==> src/rtl/mcyc_ctrl_pkg.sv <==
package mcyc_ctrl_pkg;

  localparam int STEP_W = 4;

  typedef enum logic [STEP_W-1:0] {
    ST_FETCH  = 4'd0,
    ST_DECODE = 4'd1,
    ST_MADDR  = 4'd2,
    ST_LDRD   = 4'd3,
    ST_LDWB   = 4'd4,
    ST_STWR   = 4'd5,
    ST_REXE   = 4'd6,
    ST_RDONE  = 4'd7,
    ST_BRANCH = 4'd8
  } step_e;

  localparam logic [STEP_W-1:0] LAST_STEP = 4'd8;

  // ALU B operand select codes
  localparam logic [1:0] BSEL_REG   = 2'b00;
  localparam logic [1:0] BSEL_FOUR  = 2'b01;
  localparam logic [1:0] BSEL_IMM   = 2'b10;
  localparam logic [1:0] BSEL_IMMSH = 2'b11;

  // ALU mode codes
  localparam logic [1:0] AMODE_ADD  = 2'b00;
  localparam logic [1:0] AMODE_SUB  = 2'b01;
  localparam logic [1:0] AMODE_FUNC = 2'b10;

  // Next PC source codes
  localparam logic [1:0] PSRC_ALU   = 2'b00;
  localparam logic [1:0] PSRC_AREG  = 2'b01;

  typedef struct packed {
    logic       pc_load;
    logic       pc_load_if_eq;
    logic       mem_addr_sel;
    logic       mem_rd;
    logic       mem_wr;
    logic       wb_from_mem;
    logic       instr_load;
    logic [1:0] pc_next_sel;
    logic [1:0] alu_mode;
    logic       alu_a_sel;
    logic [1:0] alu_b_sel;
    logic       rf_wr;
    logic       rf_dst_sel;
  } ctrl_t;

endpackage

==> src/rtl/mcyc_rst_sync.sv <==
module mcyc_rst_sync #(
  parameter int STAGES = 2
) (
  input  logic clk,
  input  logic rst_n,
  output logic rst_sync_n
);

  logic [STAGES-1:0] chain_q;

  generate
    if (STAGES == 1) begin : g_single
      always_ff @(posedge clk or negedge rst_n) begin
        if (!rst_n) chain_q <= '0;
        else        chain_q <= 1'b1;
      end
    end else begin : g_multi
      always_ff @(posedge clk or negedge rst_n) begin
        if (!rst_n) chain_q <= '0;
        else        chain_q <= {chain_q[STAGES-2:0], 1'b1};
      end
    end
  endgenerate

  assign rst_sync_n = chain_q[STAGES-1];

endmodule

==> src/rtl/mcyc_next_step.sv <==
module mcyc_next_step
  import mcyc_ctrl_pkg::*;
#(
  parameter int                OPC_W  = 6,
  parameter logic [OPC_W-1:0]  OP_REG = 6'h00,
  parameter logic [OPC_W-1:0]  OP_LD  = 6'h23,
  parameter logic [OPC_W-1:0]  OP_ST  = 6'h2B,
  parameter logic [OPC_W-1:0]  OP_BEQ = 6'h04
) (
  input  step_e            cur,
  input  logic [OPC_W-1:0] opcode,
  output step_e            nxt
);

  logic is_ld, is_st, is_reg, is_beq;

  always_comb begin
    is_ld  = (opcode == OP_LD);
    is_st  = (opcode == OP_ST);
    is_reg = (opcode == OP_REG);
    is_beq = (opcode == OP_BEQ);
  end

  always_comb begin
    nxt = ST_FETCH;
    unique case (cur)
      ST_FETCH:  nxt = ST_DECODE;
      ST_DECODE: begin
        if (is_ld || is_st) nxt = ST_MADDR;
        else if (is_reg)    nxt = ST_REXE;
        else if (is_beq)    nxt = ST_BRANCH;
        else                nxt = ST_FETCH;
      end
      ST_MADDR: begin
        if (is_ld)      nxt = ST_LDRD;
        else if (is_st) nxt = ST_STWR;
        else            nxt = ST_FETCH;
      end
      ST_LDRD:   nxt = ST_LDWB;
      ST_LDWB:   nxt = ST_FETCH;
      ST_STWR:   nxt = ST_FETCH;
      ST_REXE:   nxt = ST_RDONE;
      ST_RDONE:  nxt = ST_FETCH;
      ST_BRANCH: nxt = ST_FETCH;
      default:   nxt = ST_FETCH;
    endcase
  end

endmodule

==> src/rtl/mcyc_ctrl_decode.sv <==
module mcyc_ctrl_decode
  import mcyc_ctrl_pkg::*;
(
  input  step_e cur,
  input  logic  run,
  output ctrl_t ctrl
);

  ctrl_t raw;

  always_comb begin
    raw = '0;
    unique case (cur)
      ST_FETCH: begin
        raw.mem_rd      = 1'b1;
        raw.instr_load  = 1'b1;
        raw.alu_b_sel   = BSEL_FOUR;
        raw.alu_mode    = AMODE_ADD;
        raw.pc_next_sel = PSRC_ALU;
        raw.pc_load     = 1'b1;
      end
      ST_DECODE: begin
        raw.alu_b_sel = BSEL_IMMSH;
        raw.alu_mode  = AMODE_ADD;
      end
      ST_MADDR: begin
        raw.alu_a_sel = 1'b1;
        raw.alu_b_sel = BSEL_IMM;
        raw.alu_mode  = AMODE_ADD;
      end
      ST_LDRD: begin
        raw.mem_rd       = 1'b1;
        raw.mem_addr_sel = 1'b1;
      end
      ST_LDWB: begin
        raw.rf_wr       = 1'b1;
        raw.wb_from_mem = 1'b1;
      end
      ST_STWR: begin
        raw.mem_wr       = 1'b1;
        raw.mem_addr_sel = 1'b1;
      end
      ST_REXE: begin
        raw.alu_a_sel = 1'b1;
        raw.alu_b_sel = BSEL_REG;
        raw.alu_mode  = AMODE_FUNC;
      end
      ST_RDONE: begin
        raw.rf_wr      = 1'b1;
        raw.rf_dst_sel = 1'b1;
      end
      ST_BRANCH: begin
        raw.alu_a_sel     = 1'b1;
        raw.alu_b_sel     = BSEL_REG;
        raw.alu_mode      = AMODE_SUB;
        raw.pc_load_if_eq = 1'b1;
        raw.pc_next_sel   = PSRC_AREG;
      end
      default: raw = '0;
    endcase
  end

  // enables are held low until reset has been released in step with the clock
  always_comb begin
    ctrl               = raw;
    ctrl.pc_load       = raw.pc_load       & run;
    ctrl.pc_load_if_eq = raw.pc_load_if_eq & run;
    ctrl.mem_rd        = raw.mem_rd        & run;
    ctrl.mem_wr        = raw.mem_wr        & run;
    ctrl.instr_load    = raw.instr_load    & run;
    ctrl.rf_wr         = raw.rf_wr         & run;
  end

endmodule

==> src/rtl/mcyc_ctrl_fsm.sv <==
module mcyc_ctrl_fsm
  import mcyc_ctrl_pkg::*;
#(
  parameter int               OPC_W       = 6,
  parameter int               SYNC_STAGES = 2,
  parameter logic [OPC_W-1:0] OP_REG      = 6'h00,
  parameter logic [OPC_W-1:0] OP_LD       = 6'h23,
  parameter logic [OPC_W-1:0] OP_ST       = 6'h2B,
  parameter logic [OPC_W-1:0] OP_BEQ      = 6'h04
) (
  input  logic              clk,
  input  logic              rst_n,
  input  logic [OPC_W-1:0]  opcode,
  output logic              pc_load,
  output logic              pc_load_if_eq,
  output logic              mem_addr_sel,
  output logic              mem_rd,
  output logic              mem_wr,
  output logic              wb_from_mem,
  output logic              instr_load,
  output logic [1:0]        pc_next_sel,
  output logic [1:0]        alu_mode,
  output logic              alu_a_sel,
  output logic [1:0]        alu_b_sel,
  output logic              rf_wr,
  output logic              rf_dst_sel,
  output logic [STEP_W-1:0] step_o
);

  logic  rst_int_n;
  step_e step_q;
  step_e step_d;
  ctrl_t ctrl;

  mcyc_rst_sync #(.STAGES(SYNC_STAGES)) u_rst_sync (
    .clk        (clk),
    .rst_n      (rst_n),
    .rst_sync_n (rst_int_n)
  );

  mcyc_next_step #(
    .OPC_W (OPC_W),
    .OP_REG(OP_REG),
    .OP_LD (OP_LD),
    .OP_ST (OP_ST),
    .OP_BEQ(OP_BEQ)
  ) u_next (
    .cur   (step_q),
    .opcode(opcode),
    .nxt   (step_d)
  );

  always_ff @(posedge clk or negedge rst_int_n) begin
    if (!rst_int_n) step_q <= ST_FETCH;
    else            step_q <= step_d;
  end

  mcyc_ctrl_decode u_dec (
    .cur (step_q),
    .run (rst_int_n),
    .ctrl(ctrl)
  );

  assign pc_load       = ctrl.pc_load;
  assign pc_load_if_eq = ctrl.pc_load_if_eq;
  assign mem_addr_sel  = ctrl.mem_addr_sel;
  assign mem_rd        = ctrl.mem_rd;
  assign mem_wr        = ctrl.mem_wr;
  assign wb_from_mem   = ctrl.wb_from_mem;
  assign instr_load    = ctrl.instr_load;
  assign pc_next_sel   = ctrl.pc_next_sel;
  assign alu_mode      = ctrl.alu_mode;
  assign alu_a_sel     = ctrl.alu_a_sel;
  assign alu_b_sel     = ctrl.alu_b_sel;
  assign rf_wr         = ctrl.rf_wr;
  assign rf_dst_sel    = ctrl.rf_dst_sel;
  assign step_o        = step_q;

  // ---------------- assertions ----------------
  always_comb begin
    if (rst_int_n == 1'b0) begin
      assert_quiet_in_reset_R1: assert (!pc_load && !pc_load_if_eq && !mem_rd &&
                                        !mem_wr && !instr_load && !rf_wr)
        else $error("enable active during reset");
    end
  end

  assert_fetch_to_decode_R2: assert property (@(posedge clk) disable iff (!rst_int_n)
    step_q == ST_FETCH |=> step_q == ST_DECODE);

  assert_decode_mem_R3: assert property (@(posedge clk) disable iff (!rst_int_n)
    (step_q == ST_DECODE && (opcode == OP_LD || opcode == OP_ST)) |=> step_q == ST_MADDR);

  assert_decode_illegal_R8: assert property (@(posedge clk) disable iff (!rst_int_n)
    (step_q == ST_DECODE && opcode != OP_LD && opcode != OP_ST &&
     opcode != OP_REG && opcode != OP_BEQ) |=> step_q == ST_FETCH);

  assert_load_chain_R4: assert property (@(posedge clk) disable iff (!rst_int_n)
    step_q == ST_LDRD |=> step_q == ST_LDWB);

  assert_load_end_R4: assert property (@(posedge clk) disable iff (!rst_int_n)
    step_q == ST_LDWB |=> step_q == ST_FETCH);

  assert_store_end_R5: assert property (@(posedge clk) disable iff (!rst_int_n)
    step_q == ST_STWR |=> step_q == ST_FETCH);

  assert_reg_chain_R6: assert property (@(posedge clk) disable iff (!rst_int_n)
    step_q == ST_REXE |=> step_q == ST_RDONE);

  assert_branch_end_R7: assert property (@(posedge clk) disable iff (!rst_int_n)
    step_q == ST_BRANCH |=> step_q == ST_FETCH);

  assert_mem_exclusive_R9: assert property (@(posedge clk) disable iff (!rst_int_n)
    !(mem_rd && mem_wr));

  assert_pc_with_ir_R9: assert property (@(posedge clk) disable iff (!rst_int_n)
    pc_load |-> (instr_load && step_o == 4'd0));

  assert_rf_steps_R9: assert property (@(posedge clk) disable iff (!rst_int_n)
    rf_wr |-> (step_o == 4'd4 || step_o == 4'd7));

  assert_step_range_R10: assert property (@(posedge clk) disable iff (!rst_int_n)
    step_o <= LAST_STEP);

endmodule

==> config.mk <==
export PLATFORM = sky130hd
export DESIGN_NAME = mcyc_ctrl_fsm
export DESIGN_NICKNAME = d
export VERILOG_FILES = /design/src/rtl/mcyc_ctrl_pkg.sv /design/src/rtl/mcyc_rst_sync.sv /design/src/rtl/mcyc_next_step.sv /design/src/rtl/mcyc_ctrl_decode.sv /design/src/rtl/mcyc_ctrl_fsm.sv
export SDC_FILE = /design/constraint.sdc
export NUM_CORES = 1
export LEC_CHECK = 0
export BUFFER_PORTS_ARGS = -buffer_cell sky130_fd_sc_hd__buf_2
export CAP_MARGIN = 20
export CORE_MARGIN = 2
export CORE_UTILIZATION = 37
export CTS_CLUSTER_SIZE = 12
export DETAILED_ROUTE_END_ITERATION = 16
export GPL_TIMING_DRIVEN = 1
export PLACE_DENSITY_LB_ADDON = 0.25
export SLEW_MARGIN = 15
export SYNTH_ARGS = -nofsm -noshare
export SYNTH_HDL_FRONTEND = slang
export SYNTH_SLANG_ARGS = --single-unit
==> constraint.sdc <==
create_clock -name clk -period 1.5 [get_ports clk]
set_input_delay 0.45 -clock clk [delete_from_list [all_inputs] [get_ports clk]]
set_output_delay 0.45 -clock clk [all_outputs]
set_load 0.005 [all_outputs]
* Yosys cells after proc, flatten, opt, wreduce, memory -nomap -nowiden
Index checks and enable logic that the tools add are counted.
** Word-level totals
- Output and inout port bits :: 20
- Logic and storage cells :: 43
- Input port bits :: 8
- Bits in registers :: 6
** Cells by class
- Bitwise logic cells :: 5
- Muxes and demuxes :: 18
- Equal/unequal tests :: 11
- Reduce and logical (&&, ||, !) cells :: 7
** Operator list (count)
- $pmux 4 s5 :: 1
- $eq 4x3->1 const B :: 4
- $mux 4 :: 4
- $eq 6x6->1 const B :: 2
- $mux 1 :: 10
- $eq 4x2->1 const B :: 2
- $eq 6x3->1 const B :: 1
- $logic_not 6->1 :: 1
- $pmux 2 s3 :: 1
- $reduce_or 2->1 :: 3
- $and 1x1->1 :: 5
- $eq 4x1->1 const B :: 1
- $eq 4x4->1 const B :: 1
- $logic_not 4->1 :: 1
- $pmux 2 s2 :: 1
- $mux 3 :: 1
- $reduce_or 3->1 :: 1
- $logic_or 1x1->1 :: 1

* Logic depth before layout (Yosys ltp)
Gate-level depths: netlist of run 1.
- Word-level depth :: 5
- Mapped depth :: 5
- Mapped depth without buffers :: 3

* By module
Synthesis of run 1 repeated with hierarchy kept, for this count alone.
** Second synthesis, totals
- Cells, all modules :: 57
- Area, all modules :: 509.2 µm²
** Modules (own cells, without submodules)
- mcyc_ctrl_decode :: area each 210.2 µm², times used 1, cells an instance 27, seq. area each 0.0 µm²
- mcyc_next_step :: area each 145.1 µm², times used 1, cells an instance 23, seq. area each 0.0 µm²
- mcyc_ctrl_fsm :: area each 100.1 µm², times used 1, cells an instance 4, seq. area each 100.1 µm²
- mcyc_rst_sync :: area each 53.8 µm², times used 1, cells an instance 3, seq. area each 50.0 µm²

* Worst setup path before layout of run 1
Ideal clock, no wire load.
- Kind :: register to output
- From :: register step_q[2], in the netlist step_o[2]
- To :: output port pc_load
- Arrival time :: 1.141 ns
- Path buffers :: 2
- Cell stages (with the launch flop) :: 6
- Path slack :: -0.091 ns
- Data required time :: 1.050 ns
- Cells stage by stage :: dfrtp_1 -> buf_6 -> nor2_1 -> nand2_1 -> nor3_1 -> buf_4
** Between the ends
- Longest elaborated chain between the ends :: 3
** Ends and longest elaborated chain
- start: declaration :: line mcyc_ctrl_fsm.sv:31 : step_e step_q;
- start signal: assignment :: line mcyc_ctrl_fsm.sv:55 : else step_q <= step_d;
- $logic_not 4->1
- $mux 1
- $and 1x1->1
- end: declaration :: line mcyc_ctrl_fsm.sv:14 : output logic pc_load,
No other way between the ends.

* Final worst setup path of run 1
- From :: register step_q[1], in the netlist step_o[1]
- To :: output port alu_a_sel
** Between the ends
- Longest elaborated chain between the ends :: 3
- Elaborated cells on any way between the ends :: 5
- Classes of those cells :: eq/ne (3); mux (1); reduce/logical (1)
** Ends and longest elaborated chain
- $eq 4x2->1 (tied with other cells) :: line mcyc_ctrl_decode.sv:13 : unique case (cur)
- $reduce_or 3->1 (no line) (*)
- $mux 1 (*) :: line mcyc_ctrl_decode.sv:13
- end: declaration :: line mcyc_ctrl_fsm.sv:23 : output logic alu_a_sel,
Every way passes the cells marked *; elsewhere a longest branch is shown, timed or not.

==> impl_metrics.ini, run 1 <==
[run_status]
status = finished with violations
violations = negative setup slack

[pwr]
power.clock.fraction_pct = 16.9
pwr-share-comb_pct = 58.3
seq_power_share_pct = 24.8
switchingPower_uw = 320
intPower_uw = 588
power_density_mw_per_mm2 = 956
p_sw_share_pct = 35.2
peakVddDrop_uv = 595
leakage_nw = 0.494

[floorplanning]
start_util_pct = 38.6
ioPinCount = 28
core_mm2 = 0.00125
die-area_mm2 = 0.00161
chipWidth_um = 40.1
rows = 13
die_y_um = 40.1

[clocking]
clk_path_buf_depth = 2
cts_root_buf = clkbuf_4
clk_latency_ns = 0.25
cts_sinks = 6
clk_pin_slew_ns = 0.05
htree_num_levels = 1
tritoncts = built
cts_buffers = 3

[route]
drc = 0
vias = 603
drt_pass1_iterations = 4
routed_wl_um = 1750
viasPerCell = 5.20
drt_iter0_drc = 5
routedWlPerCell_um = 15.1
postRouteAntennaNets = 0

[yosys]
yosys_register_bits = 6
yosys_warnings = 0
syn_area_um2 = 483
synth-xor-area-share_pct = 1.81
synth.distinct_cells = 31
synthFlopType = dfrtp_1
synth_area_per_cell_um2 = 9.29
syn-instance-count = 52
synth_top_family_by_area = simple AND/OR/NAND/NOR gates
synth_mux_area_share_pct = 0
ys_seq_area_share_pct = 31.1
yosys.area_share.simple_pct = 41.7
synth_nets = 60
synth_edf_count = 0
async_flop_share_pct = 100
synth_fa_ha_area_share_pct = 0
synth-compound-area-share_pct = 12.7

[sta]
rsz0062_at_grt = yes
fin_crit_ns = 1.82
post-route-period-util_pct = 121
setup_tns_ns = -3.64
finalHoldViolations = 0
fin_skew_ns = 0.00495
maxClockFrequency_ghz = 0.551
drv_slew = 0
setup_slack_ns = -0.316
setup_viol = 16

[place]
place_hpwl_um = 1030
gp_congestion = 0.718
portBuffers = 26
dpl_cell_area_um2 = 718
pre_cts_ws_ns = -0.0865

[critical_path]
r2r-end = step_o[1]$_DFF_PN0_
path_max_fanout = 3
regToRegStartpoint = step_o[0]$_DFF_PN0_
timing.critical_path.from_type = flip-flop
crit_path_max_incr_delay_ns = 0.43
critPathKind = reg -> out
cp_cell_sequence = buf_6 > buf_6 > nor3b_2 > a21oi_1 > nor2_1 > buf_2
ff2ff_setup_slack_ns = 0.13
cp_common_cell = buf_6
rr_worst_depth = 5
cp.required_ns = 1.05
endpoint_kind = output pin
crit_slowest_cell = dfrtp_2
cp.arrival_ns = 1.37

[cells_and_area]
antennaDiodeCount = 0
drive_gt1_share_pct = 69.3
nFillCells = 91
regArea_um2 = 154
areaGrowthSynthToFinish_pct = 96.6
fin_area_um2 = 950
final_common_cell = buf_2
multi_input_area_um2 = 344
layout_common_cells = buf_2, buf_6, buf_4
final_nets = 111

[global_routing]
grt_pass1_vias = 530
grt_max_degree = 11
grtUsageTotal_pct = 23.1
antenna_found_initial = 0
grt_pass1_wl_um = 2360
overflow = 0

[flow_run]
maxCapViolCount = 0

[min_path]
hp-class = reg -> async
==> worst max-delay path by stage <==
stage / from / end / slack (ns)
2_1_floorplan: step_o[3]$_DFF_PN0_ / pc_load_if_eq / -0.005
3_3_place_gp: step_o[2]$_DFF_PN0_ / pc_load_if_eq / -0.002
3_5_place_dp: step_o[1]$_DFF_PN0_ / pc_load_if_eq / -0.09
4_1_cts: step_o[1]$_DFF_PN0_ / pc_load_if_eq / -0.32
5_1_grt: step_o[2]$_DFF_PN0_ / pc_load_if_eq / -0.38
6_report: step_o[1]$_DFF_PN0_ / alu_a_sel / -0.32
==> cells in the mapped netlist (2+ instances only) <==
cell / instances / area share, %
conb_1: 2 / 1.6
nor2b_1: 3 / 3.9
o211ai_1: 2 / 3.1
nor3b_2: 2 / 5.2
and3_1: 3 / 3.9
nand2_1: 2 / 1.6
and2_1: 2 / 2.6
buf_4: 4 / 6.2
dfrtp_1: 6 / 31
nor2_1: 3 / 2.3
nor3_1: 3 / 3.1
==> logic make-up after synthesis <==
logic type                count (synthesis)
DFF                                       6
buffers and inverters                     8
other                                     2
xor gates and xnor gates                  1
AOI/OAI and AO/OA                         8
and+or+nand+nor                          27
==> worst max-delay path, delay by kind of cell (launching register included) <==
family	cells	cell delay (ns)
and+or+nand+nor	2	0.27
AOI/OAI and AO/OA	1	0.07
buffers and inverters	3	0.35
DFF	1	0.43
==> final cells by class <==
type,count,share of cell area (%)
Clock buffer,3,2.37
Tap cell,15,1.98
Sequential cell,6,16.2
Timing Repair Buffer,52,42.4
Inverter,2,0.791
Multi-Input combinational cell,38,36.2
==> metrics by stage <==
| stage | instances | hold WS (ns) | utilization [%] | total power [mW] |
|---|---|---|---|---|
| finish | 116 | 0.312 | 75.8 | 0.908 |
| global route | 116 | 0.329 | 75.8 | 0.958 |
| CTS | 110 | 0.281 | 64.7 | 0.732 |
| detailed placement | 103 | 0.236 | 57.3 | 0.551 |
| global placement | 103 | 0.235 | 57.3 | 0.544 |
| floorplan | 52 | 0.0756 | - | 0.399 |
==> routing by layer <==
layer	vias to the layer above	GRT usage, %	part of all wire, %
met5	-	0	0
met3	5	1.67	3.9
li1	284	-	-
met4	0	15.5	2.1
met1	290	27.3	41
met2	24	39.5	53
==> registers in the layout, indices dropped and copies added, names as in the netlist <==
register and flops:
step_o 4, u_rst_sync.chain_q 2
==> power by group through the flow <==
stage | sequential (mW) | combinational [mW] | clock [mW]
finish | 0.225 | 0.530 | 0.153
global route | 0.225 | 0.573 | 0.160
CTS | 0.239 | 0.332 | 0.161
detailed placement | 0.240 | 0.312 | 0
global placement | 0.236 | 0.308 | 0
floorplan | 0.211 | 0.188 | 0
==> repair_timing <==
action                                 CTS  global route
hold buffers                             1             0
endpoints found under the hold margin    2             0
setup endpoints to repair               17            17
gates cloned                             0             1
resized for setup                       11            16
pin swaps                                3             6
buffers inserted                         3             5
Note: power is estimated with default switching activity, not from simulation.
==> run 2: changes to the inputs <==
ABC_AREA = 1   (was not set)
==> impl_metrics.ini, run 2 <==
[cells_and_area]
drive_gt1_share_pct = 62.8
areaGrowthSynthToFinish_pct = 73.0
final_nets = 123
multi_input_area_um2 = 349
nFillCells = 121
final_util_pct = 66.9
final_common_cell = buf_2
top_regs = step_o x4, u_rst_sync.chain_q x2
largest_reg_flops = 4
layout_common_cells = buf_2, nor2_1, nand2_1
regMostFlops = step_o
antennaDiodeCount = 0
regArea_um2 = 154

[sta]
drv_slew = 0
post-route-period-util_pct = 117
setup_tns_ns = -2.55
hold_slack_ns = 0.143
rsz0062_at_grt = yes
fin_skew_ns = 0.00704
fin_crit_ns = 1.76
maxClockFrequency_ghz = 0.569
setup_slack_ns = -0.257
setup_viol = 15
finalHoldViolations = 0

[yosys]
synthFlopType = dfrtp_1
synth_common_cells = nand2_1, nor2_1, nand3_1, inv_1, dfrtp_1
syn-instance-count = 74
synth_nets = 82
synth.distinct_cells = 14
yosys_warnings = 0
synth_edf_count = 0
yosys.area.top_type = dfrtp_1
synth_area_per_cell_um2 = 6.71
yosys_register_bits = 6
syn_area_um2 = 497
synthTopCellsByArea = dfrtp_1, nand2_1, nor2_1, nand3_1, nor2_4
synth_top_area_share_pct = 30.2
async_flop_share_pct = 100
ys_seq_area_share_pct = 30.2

[route]
drt_iter0_drc = 7
postRouteAntennaNets = 0
drt_pass1_iterations = 4
vias = 598
drc = 0
viasPerCell = 4.67
routed_wl_um = 1440
routedWlPerCell_um = 11.2

[run_status]
status = finished with violations
violations = negative setup slack

[clocking]
clk_latency_ns = 0.25
clk_path_buf_depth = 2
htree_num_levels = 1
cts_sinks = 6
cts_root_buf = clkbuf_4
tritoncts = built
clk_pin_slew_ns = 0.05
cts_buffers = 3

[place]
gp_congestion = 0.736
portBuffers = 26
place_hpwl_um = 919
pre_cts_ws_ns = 0.0305

[critical_path]
timing.critical_path.from_type = flip-flop
endpoint_kind = output pin
ff2ff_setup_slack_ns = 0.24
cp.arrival_ns = 1.31
critPathKind = reg -> out
path_max_fanout = 4
cp.required_ns = 1.05

[pwr]
p_total_uw = 801
power_density_mw_per_mm2 = 932
peakVddDrop_uv = 842
leakage_nw = 0.475

[floorplanning]
chipWidth_um = 40.6
core_mm2 = 0.00128
rows = 13
die_y_um = 40.6
start_util_pct = 38.7
ioPinCount = 28
die-area_mm2 = 0.00165

[global_routing]
antenna_found_initial = 0
grt_pass1_wl_um = 2170
grtUsageTotal_pct = 21.3
grt_pass1_vias = 545
grt_max_degree = 7
overflow = 0

[flow_run]
maxCapViolCount = 0

[min_path]
hp-class = reg -> async
-- run 2: changes by cell type after synthesis, sizes merged, moves of 3 or more --
cell	delta
nand2	+12
nor2b	-4
nand3	+11
and3	-3
nor3b	-3
nor2	+19
inv	+10
-- run 2: cell type report --
cell class | count | area share, %
tap | 15 | 2.18
timing repair buffer | 40 | 30.9
multi-input combinational | 52 | 40.6
sequential | 6 | 17.9
inverter | 12 | 5.82
clock buffer | 3 | 2.62
-- run 2: stage by stage --
stage	cells	cell area, um2
finish	128	860
global route	128	860
CTS	126	777
detailed placement	115	642
global placement	115	642
floorplan	74	497
-- run 2: report_power, final --
part           internal [mW]  switching, mW
logic                  0.194          0.234
registers              0.185         0.0338
clock network         0.0909         0.0641
-- run 2: routing by layer --
metal	share of wire (%)	track usage (%)	routed length, um	vias to the layer above
met4	3.1	11.7	45	0
li1	-	-	-	297
met2	55	40.9	794	26
met3	5.4	5.98	77	8
met5	0	0	0	-
met1	36	19.7	519	267
-- run 2: path summary, 6_finish.rpt --
check,endpoint,startpoint,cells past startpoint
worst max-delay path,pc_load_if_eq,step_o[0]$_DFF_PN0_,4
worst min-delay path,step_o[0]$_DFF_PN0_,u_rst_sync.chain_q[1]$_DFF_PN0_,1
worst max register to register,step_o[2]$_DFF_PN0_,step_o[3]$_DFF_PN0_,6
worst min register to register,step_o[0]$_DFF_PN0_,u_rst_sync.chain_q[1]$_DFF_PN0_,1
max in group asynchronous,u_rst_sync.chain_q[1]$_DFF_PN0_,rst_n,2
min in group clk,u_rst_sync.chain_q[1]$_DFF_PN0_,u_rst_sync.chain_q[0]$_DFF_PN0_,0
-- run 2: kinds of logic after synthesis --
group | count (synthesis) | share of synthesized area (%)
AOI/OAI and AO/OA | 1 | 1.01
other | 2 | 1.51
DFF | 6 | 30.2
buffers and inverters | 16 | 15.9
and+or+nand+nor | 49 | 51.4
-- run 2: critical path: stages, from the launching register on --
cell and delay [ns]:
dfrtp_2 0.45, nor2_4 0.20, nand3_4 0.12, nor2_1 0.14, buf_2 0.14
-- run 2: repair_timing --
action,in CTS,in global routing
hold buffers,1,0
buffers inserted,7,2
endpoints found under the hold margin,2,0
setup endpoints to repair,15,15
pin swaps,6,14
gates resized for setup,14,15
